[config.mk]
export PLATFORM = sky130hd
export DESIGN_NAME = spi_eeprom_seq
export DESIGN_NICKNAME = d
export VERILOG_FILES = /design/src/rtl/spi_eeprom_pkg.sv /design/src/rtl/eeprom_req_check.sv /design/src/rtl/spi_frame_engine.sv /design/src/rtl/spi_txn_ctrl.sv /design/src/rtl/spi_eeprom_seq.sv
export SDC_FILE = /design/constraint.sdc
export NUM_CORES = 1
export LEC_CHECK = 0
export ABC_AREA = 1
export BUFFER_PORTS_ARGS = -buffer_cell sky130_fd_sc_hd__buf_4
export CAP_MARGIN = 20
export CORE_ASPECT_RATIO = 0.75
export CORE_MARGIN = 2
export CORE_UTILIZATION = 50
export DETAILED_ROUTE_END_ITERATION = 16
export GPL_TIMING_DRIVEN = 0
export PLACE_DENSITY = 0.74
export RECOVER_POWER = 100
export SKIP_CTS_REPAIR_TIMING = 1
export SYNTH_ARGS = -nofsm -noshare
export SYNTH_HDL_FRONTEND = slang
export SYNTH_SLANG_ARGS = --single-unit
[constraint.sdc]
create_clock -name clk -period 2.1 [get_ports clk]
set_input_delay 0.63 -clock clk [delete_from_list [all_inputs] [get_ports clk]]
set_output_delay 0.63 -clock clk [all_outputs]
set_load 0.03 [all_outputs]
[src/rtl/spi_eeprom_pkg.sv]
`timescale 1ns/1ps
package spi_eeprom_pkg;
    typedef enum logic [1:0] {OP_READ = 2'd0, OP_WRITE = 2'd1, OP_WRDIS = 2'd2, OP_RSVD = 2'd3} op_e;
    typedef enum logic [1:0] {RES_OK = 2'd0, RES_INVAL = 2'd1, RES_PERM = 2'd2, RES_IO = 2'd3} res_e;
    typedef enum logic [2:0] {E_IDLE, E_SETUP, E_LO, E_HI, E_HOLD, E_GAP} eng_st_e;
    typedef enum logic [1:0] {C_IDLE, C_LAUNCH, C_WAIT, C_DELAY} ctl_st_e;
    typedef enum logic [2:0] {F_WREN, F_CHK, F_WRITE, F_POLL, F_READ, F_WRDI} frm_e;

    localparam logic [7:0] CMD_WREN  = 8'h06;
    localparam logic [7:0] CMD_WRDI  = 8'h04;
    localparam logic [7:0] CMD_RDSR  = 8'h05;
    localparam logic [7:0] CMD_PROG  = 8'h02;
    localparam logic [7:0] CMD_READ  = 8'h03;
    localparam int         ST_BUSY   = 0;
    localparam int         ST_WEN    = 1;
endpackage

[src/rtl/eeprom_req_check.sv]
`timescale 1ns/1ps
module eeprom_req_check
    import spi_eeprom_pkg::*;
#(
    parameter int MAXB = 8,
    parameter int PAGE = 8,
    parameter int LW   = $clog2(MAXB + 1)
) (
    input  logic [1:0]    op,
    input  logic [7:0]    addr,
    input  logic [LW-1:0] len,
    output logic          bad
);
    localparam int PGB = $clog2(PAGE);

    logic [7:0] last_byte;

    always_comb begin
        last_byte = addr + (8'(len) - 8'd1);
        bad = (len == '0) || (len > LW'(MAXB)) || (op_e'(op) == OP_RSVD) ||
              ((op_e'(op) == OP_WRITE) && (last_byte[7:PGB] != addr[7:PGB]));
    end
endmodule

[src/rtl/spi_frame_engine.sv]
`timescale 1ns/1ps
module spi_frame_engine
    import spi_eeprom_pkg::*;
#(
    parameter int HALF = 17,
    parameter int NBW  = 4
) (
    input  logic           clk,
    input  logic           rst_n,
    input  logic           start,
    input  logic [NBW-1:0] nbytes,
    input  logic [7:0]     tx_byte,
    output logic [NBW-1:0] tx_idx,
    input  logic           miso,
    output logic           sck,
    output logic           cs_n,
    output logic           mosi,
    output logic           rx_vld,
    output logic [7:0]     rx_byte,
    output logic [NBW-1:0] rx_idx,
    output logic           fdone
);
    localparam int FULL = 2 * HALF;
    localparam int DW   = $clog2(FULL + 1);

    typedef struct packed {
        eng_st_e        st;
        logic [DW-1:0]  div;
        logic [2:0]     bitc;
        logic [NBW-1:0] bytec;
        logic [NBW-1:0] nb;
        logic [7:0]     txsh;
        logic [7:0]     rxsh;
        logic [NBW-1:0] rxi;
        logic           sck;
        logic           csn;
        logic           rxv;
        logic           fdone;
    } eng_s;

    eng_s q, d;

    always_comb begin
        d       = q;
        d.rxv   = 1'b0;
        d.fdone = 1'b0;
        tx_idx  = (q.st == E_IDLE) ? '0 : q.bytec + NBW'(1);
        case (q.st)
            E_IDLE: if (start) begin
                d.st    = E_SETUP;
                d.csn   = 1'b0;
                d.div   = '0;
                d.bitc  = '0;
                d.bytec = '0;
                d.nb    = nbytes;
                d.txsh  = tx_byte;
            end
            E_SETUP, E_LO: begin
                if (q.div == DW'((q.st == E_SETUP) ? FULL - 1 : HALF - 1)) begin
                    d.st   = E_HI;
                    d.sck  = 1'b1;
                    d.div  = '0;
                    d.rxsh = {q.rxsh[6:0], miso};
                end else begin
                    d.div = q.div + DW'(1);
                end
            end
            E_HI: begin
                if (q.div == DW'(HALF - 1)) begin
                    d.sck = 1'b0;
                    d.div = '0;
                    d.st  = E_LO;
                    if (q.bitc == 3'd7) begin
                        d.rxv = 1'b1;
                        d.rxi = q.bytec;
                        if (q.bytec == q.nb - NBW'(1)) begin
                            d.st = E_HOLD;
                        end else begin
                            d.bytec = q.bytec + NBW'(1);
                            d.bitc  = '0;
                            d.txsh  = tx_byte;
                        end
                    end else begin
                        d.bitc = q.bitc + 3'd1;
                        d.txsh = {q.txsh[6:0], 1'b0};
                    end
                end else begin
                    d.div = q.div + DW'(1);
                end
            end
            E_HOLD, E_GAP: begin
                if (q.div == DW'(FULL - 1)) begin
                    d.div = '0;
                    if (q.st == E_HOLD) begin
                        d.csn = 1'b1;
                        d.st  = E_GAP;
                    end else begin
                        d.st    = E_IDLE;
                        d.fdone = 1'b1;
                    end
                end else begin
                    d.div = q.div + DW'(1);
                end
            end
            default: d.st = E_IDLE;
        endcase
    end

    always_ff @(posedge clk or negedge rst_n) begin
        if (!rst_n) begin
            q     <= '0;
            q.csn <= 1'b1;
        end else begin
            q <= d;
        end
    end

    assign sck     = q.sck;
    assign cs_n    = q.csn;
    assign mosi    = q.txsh[7];
    assign rx_vld  = q.rxv;
    assign rx_byte = q.rxsh;
    assign rx_idx  = q.rxi;
    assign fdone   = q.fdone;
endmodule

[src/rtl/spi_txn_ctrl.sv]
`timescale 1ns/1ps
module spi_txn_ctrl
    import spi_eeprom_pkg::*;
#(
    parameter int MAXB    = 8,
    parameter int POLLS   = 10,
    parameter int GAP_CYC = 50000,
    parameter int LW      = $clog2(MAXB + 1),
    parameter int NBW     = $clog2(MAXB + 3)
) (
    input  logic              clk,
    input  logic              rst_n,
    input  logic              req_valid,
    input  logic [1:0]        req_op,
    input  logic [7:0]        req_addr,
    input  logic [LW-1:0]     req_len,
    input  logic [8*MAXB-1:0] req_wdata,
    input  logic              req_bad,
    output logic              req_ready,
    output logic              done,
    output logic [1:0]        result,
    output logic [8*MAXB-1:0] rdata,
    output logic              eng_start,
    output logic [NBW-1:0]    eng_nbytes,
    input  logic [NBW-1:0]    eng_tx_idx,
    output logic [7:0]        eng_tx_byte,
    input  logic              eng_rx_vld,
    input  logic [7:0]        eng_rx_byte,
    input  logic [NBW-1:0]    eng_rx_idx,
    input  logic              eng_fdone
);
    localparam int PW = $clog2(POLLS + 1);
    localparam int GW = $clog2(GAP_CYC + 1);

    typedef struct packed {
        ctl_st_e           st;
        frm_e              frm;
        logic [7:0]        addr;
        logic [LW-1:0]     len;
        logic [8*MAXB-1:0] wdata;
        logic [7:0]        stat;
        logic [PW-1:0]     polls;
        logic [GW-1:0]     gap;
        logic              done;
        res_e              res;
        logic [8*MAXB-1:0] rdata;
    } ctl_s;

    ctl_s q, d;

    always_comb begin
        d         = q;
        d.done    = 1'b0;
        eng_start = 1'b0;
        case (q.st)
            C_IDLE: if (req_valid) begin
                d.addr  = req_addr;
                d.len   = req_len;
                d.wdata = req_wdata;
                d.rdata = '0;
                if (req_bad) begin
                    d.done = 1'b1;
                    d.res  = RES_INVAL;
                end else begin
                    d.st  = C_LAUNCH;
                    d.frm = (op_e'(req_op) == OP_WRITE) ? F_WREN :
                            (op_e'(req_op) == OP_READ)  ? F_READ : F_WRDI;
                end
            end
            C_LAUNCH: begin
                eng_start = 1'b1;
                d.st      = C_WAIT;
            end
            C_WAIT: begin
                if (eng_rx_vld) begin
                    if ((q.frm == F_CHK || q.frm == F_POLL) && eng_rx_idx == NBW'(1))
                        d.stat = eng_rx_byte;
                    if (q.frm == F_READ)
                        for (int i = 0; i < MAXB; i++)
                            if (eng_rx_idx == NBW'(i + 2)) d.rdata[8*i +: 8] = eng_rx_byte;
                end
                if (eng_fdone) begin
                    d.st = C_IDLE;
                    case (q.frm)
                        F_WREN: begin
                            d.frm = F_CHK;
                            d.st  = C_LAUNCH;
                        end
                        F_CHK: begin
                            if (q.stat[ST_WEN]) begin
                                d.frm = F_WRITE;
                                d.st  = C_LAUNCH;
                            end else begin
                                d.done = 1'b1;
                                d.res  = RES_PERM;
                            end
                        end
                        F_WRITE: begin
                            d.frm   = F_POLL;
                            d.polls = '0;
                            d.st    = C_LAUNCH;
                        end
                        F_POLL: begin
                            if (!q.stat[ST_BUSY]) begin
                                d.done = 1'b1;
                                d.res  = RES_OK;
                            end else if (q.polls == PW'(POLLS - 1)) begin
                                d.done = 1'b1;
                                d.res  = RES_IO;
                            end else begin
                                d.polls = q.polls + PW'(1);
                                d.gap   = '0;
                                d.st    = C_DELAY;
                            end
                        end
                        default: begin
                            d.done = 1'b1;
                            d.res  = RES_OK;
                        end
                    endcase
                end
            end
            C_DELAY: begin
                if (q.gap == GW'(GAP_CYC - 1)) d.st = C_LAUNCH;
                else                          d.gap = q.gap + GW'(1);
            end
            default: d.st = C_IDLE;
        endcase
    end

    always_comb begin
        eng_nbytes  = NBW'(1);
        eng_tx_byte = 8'h00;
        case (q.frm)
            F_WREN: eng_tx_byte = CMD_WREN;
            F_WRDI: eng_tx_byte = CMD_WRDI;
            F_CHK, F_POLL: begin
                eng_nbytes = NBW'(2);
                if (eng_tx_idx == '0) eng_tx_byte = CMD_RDSR;
            end
            F_WRITE, F_READ: begin
                eng_nbytes = NBW'(q.len) + NBW'(2);
                if (eng_tx_idx == '0)
                    eng_tx_byte = (q.frm == F_WRITE) ? CMD_PROG : CMD_READ;
                else if (eng_tx_idx == NBW'(1))
                    eng_tx_byte = q.addr;
                else if (q.frm == F_WRITE)
                    for (int i = 0; i < MAXB; i++)
                        if (eng_tx_idx == NBW'(i + 2)) eng_tx_byte = q.wdata[8*i +: 8];
            end
            default: eng_tx_byte = 8'h00;
        endcase
    end

    always_ff @(posedge clk or negedge rst_n) begin
        if (!rst_n) q <= '0;
        else        q <= d;
    end

    assign req_ready = (q.st == C_IDLE);
    assign done      = q.done;
    assign result    = q.res;
    assign rdata     = q.rdata;
endmodule

[src/rtl/spi_eeprom_seq.sv]
`timescale 1ns/1ps
module spi_eeprom_seq
    import spi_eeprom_pkg::*;
#(
    parameter int CLK_HZ = 50_000_000,
    parameter int SCK_HZ = 1_500_000,
    parameter int GAP_US = 1000,
    parameter int POLLS  = 10,
    parameter int MAXB   = 8,
    parameter int PAGE   = 8
) (
    input  logic              clk,
    input  logic              rst_n,
    input  logic              req_valid,
    input  logic [1:0]        req_op,
    input  logic [7:0]        req_addr,
    input  logic [3:0]        req_len,
    input  logic [8*MAXB-1:0] req_wdata,
    output logic              req_ready,
    output logic              done,
    output logic [1:0]        result,
    output logic [8*MAXB-1:0] rdata,
    output logic              sck,
    output logic              cs_n,
    output logic              mosi,
    input  logic              miso
);
    localparam int HALF    = (CLK_HZ + 2 * SCK_HZ - 1) / (2 * SCK_HZ);
    localparam int GAP_CYC = (CLK_HZ / 1_000_000) * GAP_US;
    localparam int LW      = 4;
    localparam int NBW     = $clog2(MAXB + 3);

    logic           req_bad;
    logic           eng_start, eng_rx_vld, eng_fdone;
    logic [NBW-1:0] eng_nbytes, eng_tx_idx, eng_rx_idx;
    logic [7:0]     eng_tx_byte, eng_rx_byte;

    eeprom_req_check #(.MAXB(MAXB), .PAGE(PAGE), .LW(LW)) u_check (
        .op(req_op), .addr(req_addr), .len(req_len), .bad(req_bad)
    );

    spi_txn_ctrl #(.MAXB(MAXB), .POLLS(POLLS), .GAP_CYC(GAP_CYC), .LW(LW), .NBW(NBW)) u_ctrl (
        .clk(clk), .rst_n(rst_n),
        .req_valid(req_valid), .req_op(req_op), .req_addr(req_addr), .req_len(req_len),
        .req_wdata(req_wdata), .req_bad(req_bad), .req_ready(req_ready),
        .done(done), .result(result), .rdata(rdata),
        .eng_start(eng_start), .eng_nbytes(eng_nbytes), .eng_tx_idx(eng_tx_idx),
        .eng_tx_byte(eng_tx_byte), .eng_rx_vld(eng_rx_vld), .eng_rx_byte(eng_rx_byte),
        .eng_rx_idx(eng_rx_idx), .eng_fdone(eng_fdone)
    );

    spi_frame_engine #(.HALF(HALF), .NBW(NBW)) u_engine (
        .clk(clk), .rst_n(rst_n), .start(eng_start), .nbytes(eng_nbytes),
        .tx_byte(eng_tx_byte), .tx_idx(eng_tx_idx), .miso(miso),
        .sck(sck), .cs_n(cs_n), .mosi(mosi),
        .rx_vld(eng_rx_vld), .rx_byte(eng_rx_byte), .rx_idx(eng_rx_idx), .fdone(eng_fdone)
    );
endmodule

==> results of run 1 <==
-- per-stage QoR --
| stage | area, um^2 | worst slack [ns] | TNS, ns | instances | util |
|---|---|---|---|---|---|
| global placement | 12600 | -1.15 | -267.77 | 1692 | 0.589 |
| CTS | 13300 | -0.600 | -30.84 | 1733 | 0.625 |
| global route | 13600 | -0.377 | -9.72 | 1763 | 0.636 |
| finish | 13600 | -0.226 | -1.79 | 1763 | 0.636 |
| floorplan | 11100 | -0.317 | -1.99 | 1252 | - |
| detailed placement | 12600 | -0.833 | -32.61 | 1694 | 0.592 |
-- cell families (layout without fill, tap and decap cells) --
family | count (synthesis) | in the layout | synth area share
DFF | 214 | 214 | 0.488
AOI/OAI and AO/OA | 197 | 197 | 0.0958
and+or+nand+nor | 531 | 533 | 0.216
muxes | 62 | 62 | 0.0634
adders and majority gates | 18 | 18 | 0.0205
xor gates and xnor gates | 20 | 20 | 0.0189
buffers and inverters | 210 | 431 | 0.0969
-- worst max-delay path, stage by stage --
cell	delay (ns)
buf_6	0.10
clkinv_4	0.05
nand3_2	0.07
xor2_1	0.16
ha_1	0.38
nand2_2	0.09
inv_2	0.07
nand3_2	0.09
nand4_1	0.14
nand2_1	0.07
nand2_1	0.08
nand3_2	0.08
nor2_2	0.13
nand2_2	0.07
nand2_2	0.07
nand2_2	0.07
nand2_4	0.13
nand3_4	0.10
nand2_2	0.08
nand2_1	0.05
-- synth_stat cells, drive strengths merged --
cell type,n
a211oi,2
a21oi,52
a221oi,1
a22o,1
a22oi,2
a31oi,1
buf,78
clkbuf,12
dfrtp,213
dfstp,1
ha,18
inv,120
mux2,60
mux2i,2
nand2,306
nand3,67
nand4,29
nor2,100
nor3,21
nor3b,1
nor4,4
o21a,3
o21ai,124
o221ai,2
o22ai,6
o31ai,2
o32ai,1
or2,3
xnor2,7
xnor3,1
xor2,12
-- per-layer routing --
layer  wire length [um]  global-route usage  part of all wire  vias to the layer above
met2              12900               0.368              0.45                      280
li1                   -                   -                 -                     4491
met4                460              0.0477             0.016                        0
met3               1710              0.0340             0.060                       32
met5                  0                   0                 0                        -
met1              13400               0.362              0.47                     4585
-- where the power goes --
part	total (mW)	switching, mW	internal (mW)
clock network	3.80	1.66	2.14
registers	4.13	0.00122	4.13
logic	0.439	0.246	0.193
-- flip-flops by register name (all words and copies together) (netlist names) --
signal            count
u_engine.sck          1
u_ctrl.rdata         64
u_engine.fdone        1
u_engine.cs_n         1
u_ctrl.done           1
u_ctrl.result         2
u_engine.q           27
u_engine.rx_vld       1
u_engine.rx_byte      8
u_engine.rx_idx       4
u_ctrl.q            103
u_engine.mosi         1
-- final timing paths --
kind | end | slack, ns | depth (start not counted)
max | u_ctrl.q[173] | -0.23 | 20
max reg2reg | u_engine.q[22] | -0.13 | 14
min | u_ctrl.q[109] | 0.33 | 2
max in group asynchronous | u_engine.cs_n | 0.36 | 2
min reg2reg | u_engine.sck | 0.47 | 2
min in group asynchronous | u_ctrl.rdata[30] | 0.57 | 1
-- cell type report --
| cell class | count | area (um^2) | area share |
|---|---|---|---|
| flip-flops and latches | 214 | 5360 | 0.395 |
| clock inverters | 4 | 40.0 | 0.00295 |
| well taps | 288 | 360 | 0.0265 |
| plain buffers | 90 | 621 | 0.0457 |
| inverters | 120 | 484 | 0.0357 |
| repair buffers | 182 | 1180 | 0.0869 |
| multi-input cells | 830 | 4880 | 0.360 |
| clock buffers | 35 | 651 | 0.0479 |
==> results.md, run 1 <==
Floorplanning:
- In this run the horizontal extent of the chip is 175 um.
- The row count is 46.
- The area of the die is 23200 um^2.
- During I/O placement, the number of pins put on the boundary was 153.
- After floorplanning, the core was sized to cover 21400 um^2.
- The starting utilization of the core area is 0.514.
- The chip height is 132 um.

GRT:
- The initial antenna violation count is 0.
- The global-route usage over all layers is 0.239.
- The first-pass GRT wire length is 44700 um.
- The residual overflow from global routing is 0.
- The number of global-route vias before repair is a little under 9000.
- The pin count of the biggest net entering global routing is 77.

Setup path:
- The highest net fanout along the worst path is 7.
- In this run the critical register-to-register path is launched from u_engine.q[43].
- The data required time at the worst endpoint is ~2.5 ns.
- Data on the critical path arrives at its endpoint at 2.73 ns.
- The kind of end point of the critical path is a flip-flop.
- The category of the most critical setup path is primary input to flip-flop.
- The source of the critical timing path is req_len[2].
- STA classifies the critical path startpoint as a primary input.

Timing:
- For this run, the top clock speed supported by timing is 430 MHz.
- The count of pins over their slew limit is 67.
- The worst hold margin is between 0.3 and 0.4 ns.
- The time the final worst path needs with I/O delays and setup is ~2.3 ns.
- The number of failing hold endpoints at the final stage is 0.
- Measured against its own limit, the worst slew margin works out to -0.165.
- Setup violations remaining at the end of the flow were counted as 26.
- The fraction of the cycle the final worst path needs is 1.11.
- Setup repair after global routing could not meet its margin everywhere.
- The clock skew after layout is 0.0177 ns.
- For the pin with the worst max-slew slack, the measured transition is ~1.7 ns.
- Across all setup checks in the final design, the least slack found is -0.226 ns.

Detailed routing:
- After detailed routing, the number of vias per cell comes to 5.33.
- The post-route DRC violation count is 0.
- The detailed-routing iteration count for the pre-antenna-repair pass is 5.
- The first routing iteration left 706 violations.
- The total wire length after detailed routing is 28500 um.
- The count of antenna-violating nets left after detailed routing is 0.
- The detailed-route wire length per cell is 16.1 um.
- The total via count after detailed routing is 9388.

Min path:
- The launch point of the worst hold path is req_wdata[14].
- The path category of the worst min-delay check is primary input to flip-flop.

Synthesis:
- The synthesized design spends more area on one cell type than any other, namely dfrtp_1.
- The synthesized netlist net count is 1352.
- In the post-synthesis netlist, the biggest area contributors are dfrtp_1 49%, nand2_1 10%, mux2_2 6.2%, o21ai_0 5.4%, buf_4 4.7%.
- The netlist uses 51 different library cells.
- The count of mapped cells out of synthesis is 1252.
- The area fraction of the dominant cell type after synthesis is 0.486.
- The synthesis-stage register bit count is around 210.
- Dividing the synthesized area by the synthesized cell count gives ~8.8 um^2.
- The synthesized netlist occupies a cell area of 11000 um^2.
- For this run, the number of Yosys warnings is 0.
- For this run, the register share of the synthesized area comes to 0.488.

Place:
- The congestion estimate from routability-driven global placement came to 0.866.
- The estimated wirelength of the detail-placed design is 20200 um.
- The number of buffers added on ports is 152.

Layout:
- The count of fill cells added during filler insertion is 1804.
- The number of nets in the final layout is 1561.
- Of the cells placed in the final design, the portion with a size suffix greater than 1 is 0.279.
- The top cell types in the final layout, fill and taps aside, are 273 x nand2_1, 210 x dfrtp_1, 170 x buf_4.
- The area growth from synthesis to layout is 23.8%.
- The count of antenna diodes in the layout is 0.
- The library cell used most frequently in the layout, excluding fill and tap cells, is nand2_1.

Clocking:
- The later pin in the worst-skew pair is clocked with a latency of 0.53 ns.
- The total number of H-tree levels is 1.
- Counting along the longest clock path gives a buffer depth of 3.
- The TritonCTS clock tree is built.
- Clock-pin slew was measured on the worst setup and hold paths at about 0.06 ns.
- The buffer type at the clock tree root is clkbuf_16.
- The total CTS buffers is 23.
- The number of clock sinks is 214.

Power and ir drop:
- Summed over all cells, the static leakage comes to just under 7 nW.
- IR analysis of the VDD net gives a maximum drop of 0.468 mV.
- Power spread over the standard cell area amounts to 616 nW/um^2.
- Total power for the finished layout comes to 8.37 mW.

Outcome:
- The checks that failed: max-capacitance violations, max-slew violations, negative setup slack.
- The run finished, with violations left.

Run:
- Max-cap violations in this run came to 1.
No activity file was read; power rests on OpenSTA's default activity.
==> run 2: changes to the inputs <==
--- a/config.mk
+++ b/config.mk
@@ -18,4 +18,5 @@
 export SKIP_CTS_REPAIR_TIMING = 1
 export SYNTH_ARGS = -nofsm -noshare
 export SYNTH_HDL_FRONTEND = slang
+export SYNTH_HIERARCHICAL = 1
 export SYNTH_SLANG_ARGS = --single-unit
==> results.md, run 2 <==
Clocking:
- The total number of H-tree levels was 1 (unchanged).
- The number of clock sinks was 214 (unchanged).
- The number of buffers on the longest clock path came to 3 (unchanged).
- The clock-pin slew of the registers on the worst-case setup and hold paths is 0.06 ns (about the same).
- The total CTS buffers is 23 (unchanged).
- The buffer type at the clock tree root is clkbuf_16 (unchanged).
- The clock latency on the worst-skew pair is 0.50 ns (was 0.53 ns).
- The TritonCTS clock tree is built (unchanged).

Layout:
- The share of final-layout standard cells stronger than drive strength 1 is 0.378 (was 0.279).
- The area growth from synthesis to layout was 27.6% (was 23.8%).
- Highest-count cells in the layout ignoring fill and taps: 286 x nand2_1, 246 x buf_4, 207 x dfrtp_1 (was 273 x nand2_1, 210 x dfrtp_1, 170 x buf_4).
- The most common cell after layout, fill and taps aside is nand2_1 (unchanged).
- The finished layout cell area was 14400 um^2 (was 13600 um^2).
- The number of nets in the final layout was 1572 (was 1561).
- The largest register by flop count is u_ctrl/q (was u_ctrl.q).
- The number of flip-flops in the largest register is 103 (unchanged).
- The count of antenna diodes in the layout came to 0 (unchanged).

Floorplanning:
- The I/O pin count came to 153 (unchanged).
- The area of the placeable core came to 22100 um^2 (was 21400 um^2).
- The chip height is 134 um (was 132 um).
- The starting utilization of the core area was 0.510 (was 0.514).
- The area of the die is 23800 um^2 (was 23200 um^2).
- The row count is 47 (was 46).
- The width of the die is 177 um (was 175 um).

Min path:
- The depth of the worst hold-timing path was 2 (unchanged).
- The path category of the worst min-delay check was primary input to flip-flop (unchanged).

Synthesis:
- The combinational family with the most area after synthesis is simple AND/OR/NAND/NOR gates (unchanged).
- The multiplexer share of the synthesized area came to 0.0759 (was 0.0634).
- The most instantiated library cell after synthesis is nand2_1 (unchanged).
- The synthesis-stage register bit count is 214 (unchanged).
- The netlist area before placement is 11300 um^2 (was 11000 um^2).
- Ranking of synthesized cells by area: dfrtp_1 47%, nand2_1 10%, mux2_2 7.6%, buf_4 5.2%, inv_1 3.4% (was dfrtp_1 49%, nand2_1 10%, mux2_2 6.2%, o21ai_0 5.4%, buf_4 4.7%).
- The biggest area consumer among synthesized cells was dfrtp_1 (unchanged).
- The proportion of synthesized flip-flops having asynchronous set or reset is 1.00 (unchanged).
- The number of warning messages in the yosys log is 6 (was 0).
- The synthesized netlist net count is 1369 (was 1352).
- The post-synthesis adder-cell area fraction was 0.0200 (was 0.0205).
- The number of distinct library cells after synthesis is 50 (was 51).
- The sequential area share after synthesis came to 0.475 (was 0.488).
- Top post-synthesis cells by count: 314 x nand2_1, 213 x dfrtp_1, 102 x inv_1 (was 298 x nand2_1, 213 x dfrtp_1, 119 x o21ai_0).
- The post-synthesis simple-gate area fraction is 0.211 (was 0.216).
- The count of mapped cells out of synthesis is 1269 (was 1252).
- The post-synthesis compound-gate area fraction came to 0.0907 (was 0.0958).
- The fraction of synthesized cell area in xor and xnor cells is 0.0202 (was 0.0189).
- The number of enable flip-flop cells after synthesis is 0 (unchanged).
- The area fraction of the dominant cell type after synthesis is 0.473 (was 0.486).
- The prevailing post-synth register cell is dfrtp_1 (unchanged).
- The average instance area after synthesis was 8.88 um^2 (was 8.76 um^2).

GRT:
- The first-pass GRT wire length is 43100 um (was 44700 um).
- The pin count of the biggest net entering global routing is 112 (was 77).
- The initial antenna violation count is 0 (unchanged).
- The residual overflow from global routing is 0 (unchanged).
- The global-route usage over all layers is 0.225 (was 0.239).
- The number of global-route vias before repair is 8712 (was 8665).

Timing:
- RSZ-0062 raised after global routing: yes (unchanged).
- The worst slew slack as a fraction of its limit came to 0.0471 (was -0.165).
- The fraction of the cycle the final worst path needs is 1.22 (was 1.11).
- The fmax is 389 MHz (was 430 MHz).
- The count of pins over their slew limit is 0 (was 67).
- The slew of the pin with the lowest slew margin was 1.43 ns (was 1.75 ns).
- The worst hold margin is 0.355 ns (was 0.326 ns).
- The total setup violations reported at the end of the flow is 53 (was 26).
- The final critical-path setup slack is -0.469 ns (was -0.226 ns).
- The number of failing hold endpoints at the final stage is 0 (unchanged).
- The clock skew after layout is 0.00923 ns (was 0.0177 ns).
- The time the final worst path needs with I/O delays and setup is 2.57 ns (was 2.33 ns).

Detailed routing:
- The detailed-route wire length per cell is 15.6 um (was 16.1 um).
- The total via count after detailed routing is 9312 (was 9388).
- The total wire length after detailed routing is 27700 um (was 28500 um).
- The count of antenna-violating nets left after detailed routing was 0 (unchanged).
- The post-route DRC violation count is 0 (unchanged).
- The post-detailed-route via-to-cell ratio is 5.23 (was 5.33).
- The starting DRC count in detailed routing was 813 (was 706).
- The detailed-routing iteration count for the pre-antenna-repair pass came to 5 (unchanged).

Outcome:
- Failing checks: negative setup slack (was max-capacitance violations, max-slew violations, negative setup slack).
- Status: finished with violations (unchanged).

Setup path:
- The highest net fanout along the worst path is 4 (was 7).
- The data required time at the worst endpoint came to 2.53 ns (was 2.51 ns).
- The category of the most critical setup path is primary input to flip-flop (unchanged).
- The startpoint class of the critical path is a primary input (unchanged).
- The depth of the worst register-to-register path is 16 (was 14).
- The kind of end point of the critical path is a flip-flop (unchanged).
- The arrival time reported for the critical path endpoint is 3.00 ns (was 2.73 ns).

Power and ir drop:
- The post-layout total power is 8.81 mW (was 8.37 mW).
- The static leakage came to 7.24 nW (was 6.84 nW).
- The maximum vdd drop is 0.527 mV (was 0.468 mV).
- The power density over the cells is 613 nW/um^2 (was 616 nW/um^2).

Place:
- The worst slack at placement is -1.08 ns (was -0.833 ns).
- The number of buffers added on ports is 152 (unchanged).
- The estimated wirelength of the detail-placed design is 19500 um (was 20200 um).
- The placement-stage cell area is 13000 um^2 (was 12600 um^2).
- The routability congestion estimate is 0.877 (was 0.866).

Run:
- The max-cap violation count was 0 (was 1).
## run 2: cell types whose count changed in the layout (fill, tap and decap cells not counted), moves of 9 or more
cell / before / now
a21oi_1: 46 / 23
buf_4: 170 / 246
clkbuf_1: 75 / 10
clkbuf_2: 23 / 2
inv_1: 95 / 85
mux2_2: 59 / 76
nand2_1: 273 / 286
nand4_1: 27 / 18
nor2_1: 78 / 53
o21ai_0: 119 / 41
o21ai_1: 2 / 69
o21ai_2: 1 / 15
## run 2: cells by family after synthesis
family | after synthesis
adders and majority gates | 18
DFF | 214
muxes | 76
and+or+nand+nor | 539
AOI/OAI and AO/OA | 178
xor gates and xnor gates | 26
buffers and inverters | 218
## run 2: worst paths after layout
check / start / slack, ns / to
worst min register to register: u_engine/q[16] / 0.47 / u_engine/q[16]
worst max register to register: u_engine/q[28] / -0.46 / u_engine/q[20]
min in group asynchronous: rst_n / 0.50 / u_ctrl/q[118]
worst min-delay path: req_wdata[34] / 0.36 / u_ctrl/q[129]
max in group asynchronous: rst_n / 0.34 / u_engine/q[28]
worst max-delay path: req_len[0] / -0.47 / u_ctrl/q[173]
## run 2: final cells by class
type | count | area, um^2
Sequential cell | 214 | 5360
Multi-Input combinational cell | 837 | 5170
Clock buffer | 29 | 648
Inverter | 112 | 457
Clock inverter | 12 | 166
Fill cell | 1817 | 7740
Tap cell | 294 | 368
Buffer | 106 | 795
Timing Repair Buffer | 178 | 1410
## run 2: worst max-delay path: stages
cell     delay, ns
buf_8         0.09
inv_6         0.04
ha_4          0.16
xor2_1        0.16
ha_1          0.33
nand2_1       0.08
nor2_2        0.10
nand2_2       0.06
nand4_1       0.12
nand2_1       0.09
nand2_2       0.07
nand2_2       0.06
inv_2         0.07
nand3_4       0.09
nand2_2       0.08
inv_2         0.04
o21ai_2       0.14
nand2_2       0.09
a31o_4        0.21
inv_2         0.05
nand2_2       0.05
inv_2         0.07
nand2_1       0.05
o21ai_1       0.06
## run 2: metal layers
layer | routed length, um | vias to the layer above | track usage
met5 | 0 | - | 0
met4 | 580 | 0 | 0.0546
met3 | 1450 | 39 | 0.0286
met2 | 12900 | 226 | 0.348
met1 | 12800 | 4534 | 0.338
li1 | - | 4513 | -
## run 2: metrics by stage
step                       util  TNS (ns)  std cells
after global routing      0.650    -16.33       1782
after global placement    0.585   -253.64       1715
after CTS                 0.623     -8.60       1757
after floorplan               -     -3.08       1269
after detailed placement  0.586    -12.25       1716
final                     0.650     -7.18       1782
## run 2: power breakdown
group	internal [mW]	switching (mW)	total, mW
Combinational	0.171	0.218	0.389
Sequential	4.12	0	4.12
Clock	2.67	1.63	4.30
Total	6.97	1.85	8.81
